### src/rtl/asp_pkg.sv
package asp_pkg;
  localparam logic ADDR_CTRL = 1'b0;
  localparam logic ADDR_DATA = 1'b1;

  // control/status bit positions
  localparam int unsigned CB_RXD  = 0;
  localparam int unsigned CB_TXD  = 1;
  localparam int unsigned CB_STOP = 2;
  localparam int unsigned CB_MP   = 3;
  localparam int unsigned CB_REN  = 4;
  localparam int unsigned CB_IEN  = 5;

  typedef enum logic {RX_IDLE = 1'b0, RX_BUSY = 1'b1} rx_state_e;
endpackage

### src/rtl/asp_tx.sv
module asp_tx #(
  parameter int unsigned DW  = 8,
  parameter int unsigned OVS = 16
) (
  input  logic          clk_i,
  input  logic          rst_ni,
  input  logic          start_i,
  input  logic [DW-1:0] data_i,
  input  logic          tick_i,
  output logic          tx_o,
  output logic          done_o
);
  localparam int unsigned FW = DW + 2;
  localparam int unsigned CW = $clog2(OVS);
  localparam int unsigned IW = $clog2(FW);

  logic          active_q;
  logic [FW-1:0] frame_q;
  logic [CW-1:0] tcnt_q;
  logic [IW-1:0] bidx_q;
  logic          bit_end;

  assign bit_end = active_q && tick_i && (tcnt_q == CW'(OVS-1));
  // pulse as the last data bit ends, i.e. as the stop bit begins
  assign done_o  = bit_end && (bidx_q == IW'(FW-2));
  assign tx_o    = active_q ? frame_q[0] : 1'b1;

  always_ff @(posedge clk_i or negedge rst_ni) begin
    if (!rst_ni) begin
      active_q <= 1'b0;
      frame_q  <= '1;
      tcnt_q   <= '0;
      bidx_q   <= '0;
    end else if (start_i && !active_q) begin
      active_q <= 1'b1;
      frame_q  <= {1'b1, data_i, 1'b0};
      tcnt_q   <= '0;
      bidx_q   <= '0;
    end else if (active_q && tick_i) begin
      if (bit_end) begin
        tcnt_q <= '0;
        if (bidx_q == IW'(FW-1)) begin
          active_q <= 1'b0;
        end else begin
          bidx_q  <= bidx_q + 1'b1;
          frame_q <= {1'b1, frame_q[FW-1:1]};
        end
      end else begin
        tcnt_q <= tcnt_q + 1'b1;
      end
    end
  end

  assert_start_low_R2: assert property (@(posedge clk_i) disable iff (!rst_ni)
    (start_i && !active_q) |=> !tx_o);
  assert_stop_follows_done_R3: assert property (@(posedge clk_i) disable iff (!rst_ni)
    done_o |=> tx_o);
endmodule

### src/rtl/asp_rx.sv
module asp_rx
  import asp_pkg::*;
#(
  parameter int unsigned DW  = 8,
  parameter int unsigned OVS = 16
) (
  input  logic          clk_i,
  input  logic          rst_ni,
  input  logic          en_i,
  input  logic          tick_i,
  input  logic          rx_i,
  output logic          valid_o,
  output logic [DW-1:0] data_o,
  output logic          stop_o
);
  localparam int unsigned CW     = $clog2(OVS);
  localparam int unsigned IW     = $clog2(DW + 2);
  localparam int unsigned MID_LO = OVS/2 - 1;
  localparam int unsigned MID_HI = OVS/2 + 1;

  rx_state_e     st_q;
  logic [1:0]    sync_q;
  logic          prev_q;
  logic [CW-1:0] tcnt_q;
  logic [IW-1:0] bidx_q;
  logic [1:0]    votes_q;
  logic [DW-1:0] shift_q;
  logic          valid_q, stop_q;
  logic          line, vote;

  assign line    = sync_q[1];
  assign vote    = (votes_q[1] & votes_q[0]) | (votes_q[1] & line) | (votes_q[0] & line);
  assign valid_o = valid_q;
  assign data_o  = shift_q;
  assign stop_o  = stop_q;

  always_ff @(posedge clk_i or negedge rst_ni) begin
    if (!rst_ni) begin
      sync_q  <= 2'b11;
      prev_q  <= 1'b1;
      st_q    <= RX_IDLE;
      tcnt_q  <= '0;
      bidx_q  <= '0;
      votes_q <= '0;
      shift_q <= '0;
      valid_q <= 1'b0;
      stop_q  <= 1'b0;
    end else begin
      sync_q  <= {sync_q[0], rx_i};
      valid_q <= 1'b0;
      if (!en_i) begin
        st_q   <= RX_IDLE;
        prev_q <= 1'b1;
      end else if (tick_i) begin
        prev_q <= line;
        if (st_q == RX_IDLE) begin
          if (prev_q && !line) begin
            st_q   <= RX_BUSY;
            tcnt_q <= '0;
            bidx_q <= '0;
          end
        end else begin
          if (tcnt_q == CW'(OVS-1)) begin
            tcnt_q <= '0;
            bidx_q <= bidx_q + 1'b1;
          end else begin
            tcnt_q <= tcnt_q + 1'b1;
          end
          if (tcnt_q >= CW'(MID_LO) && tcnt_q < CW'(MID_HI))
            votes_q <= {votes_q[0], line};
          if (tcnt_q == CW'(MID_HI)) begin
            if (bidx_q == '0) begin
              if (vote) st_q <= RX_IDLE;  // glitch, not a start bit
            end else if (bidx_q == IW'(DW+1)) begin
              valid_q <= 1'b1;
              stop_q  <= vote;
              st_q    <= RX_IDLE;
            end else begin
              shift_q <= {vote, shift_q[DW-1:1]};
            end
          end
        end
      end
    end
  end

  assert_idle_when_off_R5: assert property (@(posedge clk_i) disable iff (!rst_ni)
    !en_i |=> (st_q == RX_IDLE) && !valid_o);
endmodule

### src/rtl/async_serial_port.sv
module async_serial_port
  import asp_pkg::*;
#(
  parameter int unsigned DW  = 8,
  parameter int unsigned OVS = 16
) (
  input  logic          clk_i,
  input  logic          rst_ni,
  input  logic          wr_en_i,
  input  logic          addr_i,
  input  logic [DW-1:0] wdata_i,
  output logic [DW-1:0] rdata_o,
  input  logic          tx_tick_i,
  input  logic          rx_tick_i,
  input  logic          rx_i,
  output logic          tx_o,
  output logic          irq_o
);
  logic          wr_data, wr_ctrl;
  logic          tx_done, rx_valid, rx_stop, accept;
  logic [DW-1:0] rx_data;
  logic [DW-1:0] rbuf_q;
  logic          rxd_q, txd_q, stop_q, mp_q, ren_q, ien_q;
  logic [DW-1:0] ctrl_rd;

  assign wr_data = wr_en_i && (addr_i == ADDR_DATA);
  assign wr_ctrl = wr_en_i && (addr_i == ADDR_CTRL);
  // load gate: buffer free, and in multiprocessor mode a high stop bit
  assign accept  = rx_valid && !rxd_q && (!mp_q || rx_stop);

  asp_tx #(.DW(DW), .OVS(OVS)) u_tx (
    .clk_i  (clk_i),
    .rst_ni (rst_ni),
    .start_i(wr_data),
    .data_i (wdata_i),
    .tick_i (tx_tick_i),
    .tx_o   (tx_o),
    .done_o (tx_done)
  );

  asp_rx #(.DW(DW), .OVS(OVS)) u_rx (
    .clk_i  (clk_i),
    .rst_ni (rst_ni),
    .en_i   (ren_q),
    .tick_i (rx_tick_i),
    .rx_i   (rx_i),
    .valid_o(rx_valid),
    .data_o (rx_data),
    .stop_o (rx_stop)
  );

  always_ff @(posedge clk_i or negedge rst_ni) begin
    if (!rst_ni) begin
      rbuf_q <= '0;
      rxd_q  <= 1'b0;
      txd_q  <= 1'b0;
      stop_q <= 1'b0;
      mp_q   <= 1'b0;
      ren_q  <= 1'b0;
      ien_q  <= 1'b0;
    end else begin
      if (wr_ctrl) begin
        mp_q  <= wdata_i[CB_MP];
        ren_q <= wdata_i[CB_REN];
        ien_q <= wdata_i[CB_IEN];
        rxd_q <= rxd_q & wdata_i[CB_RXD];
        txd_q <= txd_q & wdata_i[CB_TXD];
      end
      // hardware set wins over a same-cycle software clear
      if (tx_done) txd_q <= 1'b1;
      if (accept) begin
        rbuf_q <= rx_data;
        stop_q <= rx_stop;
        rxd_q  <= 1'b1;
      end
    end
  end

  always_comb begin
    ctrl_rd          = '0;
    ctrl_rd[CB_RXD]  = rxd_q;
    ctrl_rd[CB_TXD]  = txd_q;
    ctrl_rd[CB_STOP] = stop_q;
    ctrl_rd[CB_MP]   = mp_q;
    ctrl_rd[CB_REN]  = ren_q;
    ctrl_rd[CB_IEN]  = ien_q;
  end

  assign rdata_o = (addr_i == ADDR_DATA) ? rbuf_q : ctrl_rd;
  assign irq_o   = ien_q && (rxd_q || txd_q);

  assert_full_blocks_R6: assert property (@(posedge clk_i) disable iff (!rst_ni)
    (rx_valid && rxd_q) |=> $stable(rbuf_q) && $stable(stop_q));
  assert_mp_stop_low_blocks_R7: assert property (@(posedge clk_i) disable iff (!rst_ni)
    (rx_valid && mp_q && !rx_stop) |=> $stable(rbuf_q) && $stable(stop_q));
  assert_txd_on_stop_R3: assert property (@(posedge clk_i) disable iff (!rst_ni)
    $rose(txd_q) |-> tx_o);
  assert_flag_clear_by_sw_R9: assert property (@(posedge clk_i) disable iff (!rst_ni)
    ($fell(rxd_q) || $fell(txd_q)) |-> $past(wr_en_i && (addr_i == ADDR_CTRL)));
endmodule

### config.mk
export PLATFORM = sky130hd
export DESIGN_NAME = async_serial_port
export DESIGN_NICKNAME = d
export VERILOG_FILES = /design/src/rtl/asp_pkg.sv /design/src/rtl/asp_tx.sv /design/src/rtl/asp_rx.sv /design/src/rtl/async_serial_port.sv
export SDC_FILE = /design/constraint.sdc
export NUM_CORES = 1
export LEC_CHECK = 0
export BUFFER_PORTS_ARGS = -buffer_cell sky130_fd_sc_hd__buf_2
export CAP_MARGIN = 20
export CORE_MARGIN = 4
export CORE_UTILIZATION = 30
export DETAILED_ROUTE_END_ITERATION = 7
export GPL_ROUTABILITY_DRIVEN = 0
export MAX_ROUTING_LAYER = met4
export PLACE_DENSITY = 0.54
export SETUP_SLACK_MARGIN = 0.2
export SLEW_MARGIN = 10
export SYNTH_ARGS = -nofsm -noshare
export SYNTH_HDL_FRONTEND = slang
export SYNTH_SLANG_ARGS = --single-unit
### constraint.sdc
create_clock -name clk_i -period 1.5 [get_ports clk_i]
set_input_delay 0.15 -clock clk_i [delete_from_list [all_inputs] [get_ports clk_i]]
set_output_delay 0.15 -clock clk_i [all_outputs]
set_load 0.01 [all_outputs]
## Word-level counts from Yosys, hierarchy flattened

Cells that the tools add are included.

- Word-level logic and storage cells: 118
- Output and inout port bits: 10
- Bits of input ports: 15
- Bits in registers: 57

- Equal/unequal tests: 9
- Mux-type cells: 42
- Reductions and logical operators: 31
- Bitwise gates (word level): 10
- Add/subtract/negate cells: 4
- Order comparisons: 2

Operators with widths:

| kind | number |
|---|---|
| two-way mux 4 bit | 12 |
| two-way mux 10 bit | 4 |
| two-way mux 1 bit | 25 |
| == test 4 bit (second input constant) | 6 |
| adder 4 x 1 -> 4 bit (second input constant) | 4 |
| AND reduction 6 bit | 2 |
| nonzero test 2 bit | 6 |
| logical AND 1 bit | 11 |
| AND reduction 3 bit | 3 |
| two-way mux 8 bit | 1 |
| AND reduction 4 bit | 2 |
| bitwise AND 1 bit | 5 |
| greater-or-equal comparator 4 x 3 -> 1 bit (second input constant) | 1 |
| logical NOT 1 bit | 4 |
| logical NOT 4 bit | 1 |
| less-than comparator 4 bit (second input constant) | 1 |
| inequality test 2 bit (second input constant) | 2 |
| inverter 1 bit | 3 |
| logical OR 1 bit | 2 |
| inequality test 2 x 1 -> 1 bit (second input constant) | 1 |
| bitwise OR 1 bit | 2 |

## Longest topological paths before layout

- Depth after elaboration: 9
- Mapped depth: 7

## Modules after synthesis

From an unflattened synthesis, not the netlist that was laid out.

- Cell total of the unflattened synthesis: 245
- Area total of the unflattened synthesis: 2836.5 um^2

By module, submodules not included:

| module | times used | seq. area each (um^2) | area an instance (um^2) | cells an instance |
|---|---|---|---|---|
| asp_rx | 1 | 604.3 | 1201.2 | 102 |
| asp_tx | 1 | 461.7 | 983.4 | 90 |
| async_serial_port | 1 | 350.3 | 651.9 | 53 |

## Worst setup path after synthesis

No wires, ideal clock.

- Path kind: register to register
- Start: reg u_rx.bidx_q[0]
- End: reg u_rx.shift_q[0], in the netlist u_rx.data_o[0]
- Setup time: 0.125 ns
- Path slack: -0.138 ns
- Cell stages (with the launch flop): 8
- Data arrival time: 1.513 ns
- Data required time: 1.375 ns
- Cell sequence: dfrtp_1 > inv_1 > ha_1 > nand2b_1 > a21oi_1 > or3_1 > buf_6 > mux2_4

- Cells in the longest elaborated chain, start to end: 3
- Elaborated cells on any way between the ends: 5
- Those cells by class: eq/ne (1); bitwise (2); reduce/logical (2)

Ends and longest elaborated chain:

| element | line | source |
|---|---|---|
| from (decl) | asp_rx.sv:25 | `logic [IW-1:0] bidx_q;` |
| from (signal assigned) | asp_rx.sv:65 | `bidx_q <= bidx_q + 1'b1;` |
| == test 4 bit or logical NOT 4 bit (tied branches) | asp_rx.sv:74, asp_rx.sv:72 |  |
| inverter 1 bit (no source line) | -- |  |
| AND reduction 6 bit (no source line) (*) | -- |  |
| to (signal assigned) | asp_rx.sv:79 | `shift_q <= {vote, shift_q[DW-1:1]};` |
| to (decl) | asp_rx.sv:27 | `logic [DW-1:0] shift_q;` |

Mark *: on every way between the ends. The rest lies on a longest branch, timed or not.
A chain may end at the register's enable or synchronous reset.

## Worst setup path after layout

- Start: reg u_rx.bidx_q[0]
- End: reg u_rx.shift_q[2], in the netlist u_rx.data_o[2]

Same word-level chain as after synthesis.

==> results_dict.tcl <==
set metrics [dict create \
    outcome "finished with violations" \
    failed_checks "setup timing" \
    die_width_um 103 \
    cp_max_fo 8 \
    fin_skew_ps 14.0 \
    holdPathEnd "u_tx.frame_q[8]$_DFFE_PN1P_" \
    die_area_um2 10600 \
    finalHoldViolations 0 \
    dr.pass1.iters 4 \
    antenna_found_initial 0 \
    period_share_pct 110 \
    ff2ff_setup_slack_ps -150 \
    finalWirelength_mm 6.27 \
    drc 0 \
    powerDensity_nw_per_um2 1130 \
    async_flop_share_pct 100 \
    cap_violations 0 \
    fmax_mhz 605 \
    clock-sinks 56 \
    routedWlPerCell_um 14.4 \
    syn_to_final_growth_pct 48.0 \
    synth_top_area_share_pct 40.8 \
    min-delay-start "wdata_i[7]" \
    dpl_worst_slack_ps -174 \
    rr_startpoint "u_rx.bidx_q[0]$_DFFE_PN0P_" \
    grt_pass1_vias 2102 \
    syn_area_per_cell_um2 11.4 \
    synth_cell_types 41 \
    ys_ff_latch 56 \
    critPathRequiredTime_ps 1720 \
    drive_gt1_share_pct 59.0 \
    drt_iter0_markers 70 \
    die_h_um 103 \
    synth_most_common_cell "dfrtp_1" \
    clock_path_buffers 2 \
    core_area_um2 8720 \
    crit_arrival_ps 1870 \
    grt_overflow 0 \
    synth_flop_cell "dfrtp_1" \
    grt_pass1_wl_mm 10.3 \
    syn-num-nets 262 \
    rsz0062_at_grt "yes" \
    fin_ws_ps -153 \
    dp_hpwl_mm 4.12 \
    via_per_inst 4.76 \
    cp-start-kind "register" \
    netlist_area_um2 2700 \
    n_antenna_cell 0 \
    cts_root_buf "clkbuf_8" \
    port_buffers 24 \
    crit_type "register to register" \
    grt_usage_pct 12.9 \
    period_needed_ps 1650 \
    fin_nets 351 \
    grt_max_degree 57 \
    synth_edf_count 0 \
    ys_seq_area_share_pct 52.5 \
    io_pins 25 \
    p_leak_nw 1.89 \
    yosysTopAreaCell "dfrtp_1" \
    dp.cells 404 \
    ir_drop_mv 0.395 \
    relSlewSlack_pct 77.4 \
    numCtsBuffers 5 \
    htreeDepth 2 \
    start_util_pct 30.9 \
    whs_path_depth 3 \
    clkLatencyLatePin_ps 320 \
    worstRegToRegCells 7 \
    num_vias 2070 \
    synthTopCellsByArea "dfrtp_1, dfstp_2, mux2_2" \
    clk_pin_slew_ps 110 \
    slew_violations 0 \
    rows 34 \
    cts_tree "yes" \
    setup_violations 11 \
    synth_top_cells_by_count "dfrtp_1, nand2_1, mux2_2, o21ai_0, dfstp_2" \
    synthCells 237 \
    yosys_warnings 0 \
    rr_endpoint "u_rx.data_o[2]$_DFFE_PN0P_" \
    holdCritPathClass "input port to register" \
    fin_cells 435 \
    fin_util_pct 45.8 \
    detail-route-antenna-nets 0 \
    end_kind "register" \
    tightest_slew_ps 334 \
]
==> critical path, stage by stage (launching register included) <==
cell and delay, ps:
dfrtp_1 420, inv_2 80, ha_4 160, nand2b_4 70, a21oi_2 50, or3_1 320, buf_6 160, mux2_4 290
==> placed cells by master (no fill, tap or decap), types with 3 or more instances in the layout <==
master	count
ha_2	3
a21oi_2	6
mux2_2	4
ha_4	3
clkbuf_8	5
o21ai_2	6
nor2_1	8
a221o_1	4
buf_2	18
o21ai_1	3
buf_6	29
and3_4	3
inv_2	4
nand2_4	4
nand3_1	10
inv_1	3
buf_4	41
and3_1	4
nand2_1	19
mux2_4	25
dfrtp_1	43
nand2b_1	4
nand2_2	5
nand3b_1	5
o21ai_0	7
ha_1	4
dfstp_2	12
==> registers in the layout, indices dropped and copies added, names as in the netlist, 2 cells and up <==
signal / count
u_tx.frame_q: 9
rbuf_q: 8
u_rx.data_o: 8
u_rx.bidx_q: 4
u_rx.tcnt_q: 4
u_tx.bidx_q: 4
u_tx.tcnt_q: 4
u_rx.sync_q: 2
u_rx.votes_q: 2
==> timing repair <==
item	CTS	global route
pin swaps	23	14
setup endpoints to repair	47	52
endpoints found under the hold margin	45	0
buffers inserted	17	4
hold buffers	2	0
resized for setup	70	37
==> worst max-delay path by stage <==
stage	startpoint	end	slack, ps	cells after the start
floorplan	u_rx.bidx_q[0]$_DFFE_PN0P_	u_rx.data_o[0]$_DFFE_PN0P_	-120	7
global placement	u_rx.bidx_q[0]$_DFFE_PN0P_	u_rx.data_o[0]$_DFFE_PN0P_	-130	7
detailed placement	u_rx.bidx_q[0]$_DFFE_PN0P_	u_rx.data_o[4]$_DFFE_PN0P_	-170	7
CTS	u_rx.bidx_q[0]$_DFFE_PN0P_	u_rx.data_o[1]$_DFFE_PN0P_	-150	6
global route	u_rx.bidx_q[0]$_DFFE_PN0P_	u_rx.data_o[1]$_DFFE_PN0P_	-200	7
finish	u_rx.bidx_q[0]$_DFFE_PN0P_	u_rx.data_o[2]$_DFFE_PN0P_	-150	7
==> kinds of logic (layout without fill, tap and decap cells) <==
group	after synthesis	count (layout)	share of synthesized area, %
flops	56	56	52.5
buf+inv	16	106	2.74
mux	31	31	14.0
fa+ha+maj	11	11	5.01
simple gates	80	80	15.7
xor+xnor	3	3	0.974
compound gates	40	40	9.18
==> area by class of cell <==
| class | count | area (µm²) |
|---|---|---|
| clock buffer | 5 | 68.8 |
| clock inverter | 3 | 27.5 |
| fill | 789 | 4730 |
| inverter | 7 | 26.3 |
| multi-input combinational | 165 | 1560 |
| sequential | 56 | 1420 |
| tap | 108 | 135 |
| timing repair buffer | 91 | 764 |
==> through the flow <==
step                TNS (ps)  hold slack (ps)  area, µm²  total power [mW]
floorplan               -967             -146       2750              2.59
global placement       -1720              173       3290              3.08
detailed placement     -1910              173       3290              3.09
CTS                    -1290             13.9       3810              4.35
global route           -2480             50.3       4000              4.79
finish                 -1290             21.6       4000              4.50
==> power by group <==
group	total, mW	internal, mW	switching (mW)
logic	1.57	0.905	0.669
clock network	0.881	0.344	0.537
registers	2.05	1.84	0.205
==> metal layers <==
layer	wire length, µm	GRT usage, %	up-vias
met5	0	-	-
met4	133	4.88	0
met3	186	2.84	13
met2	3000	19.6	33
met1	2950	17.0	1009
li1	-	-	1015
Note: power is estimated with default switching activity, not from simulation.
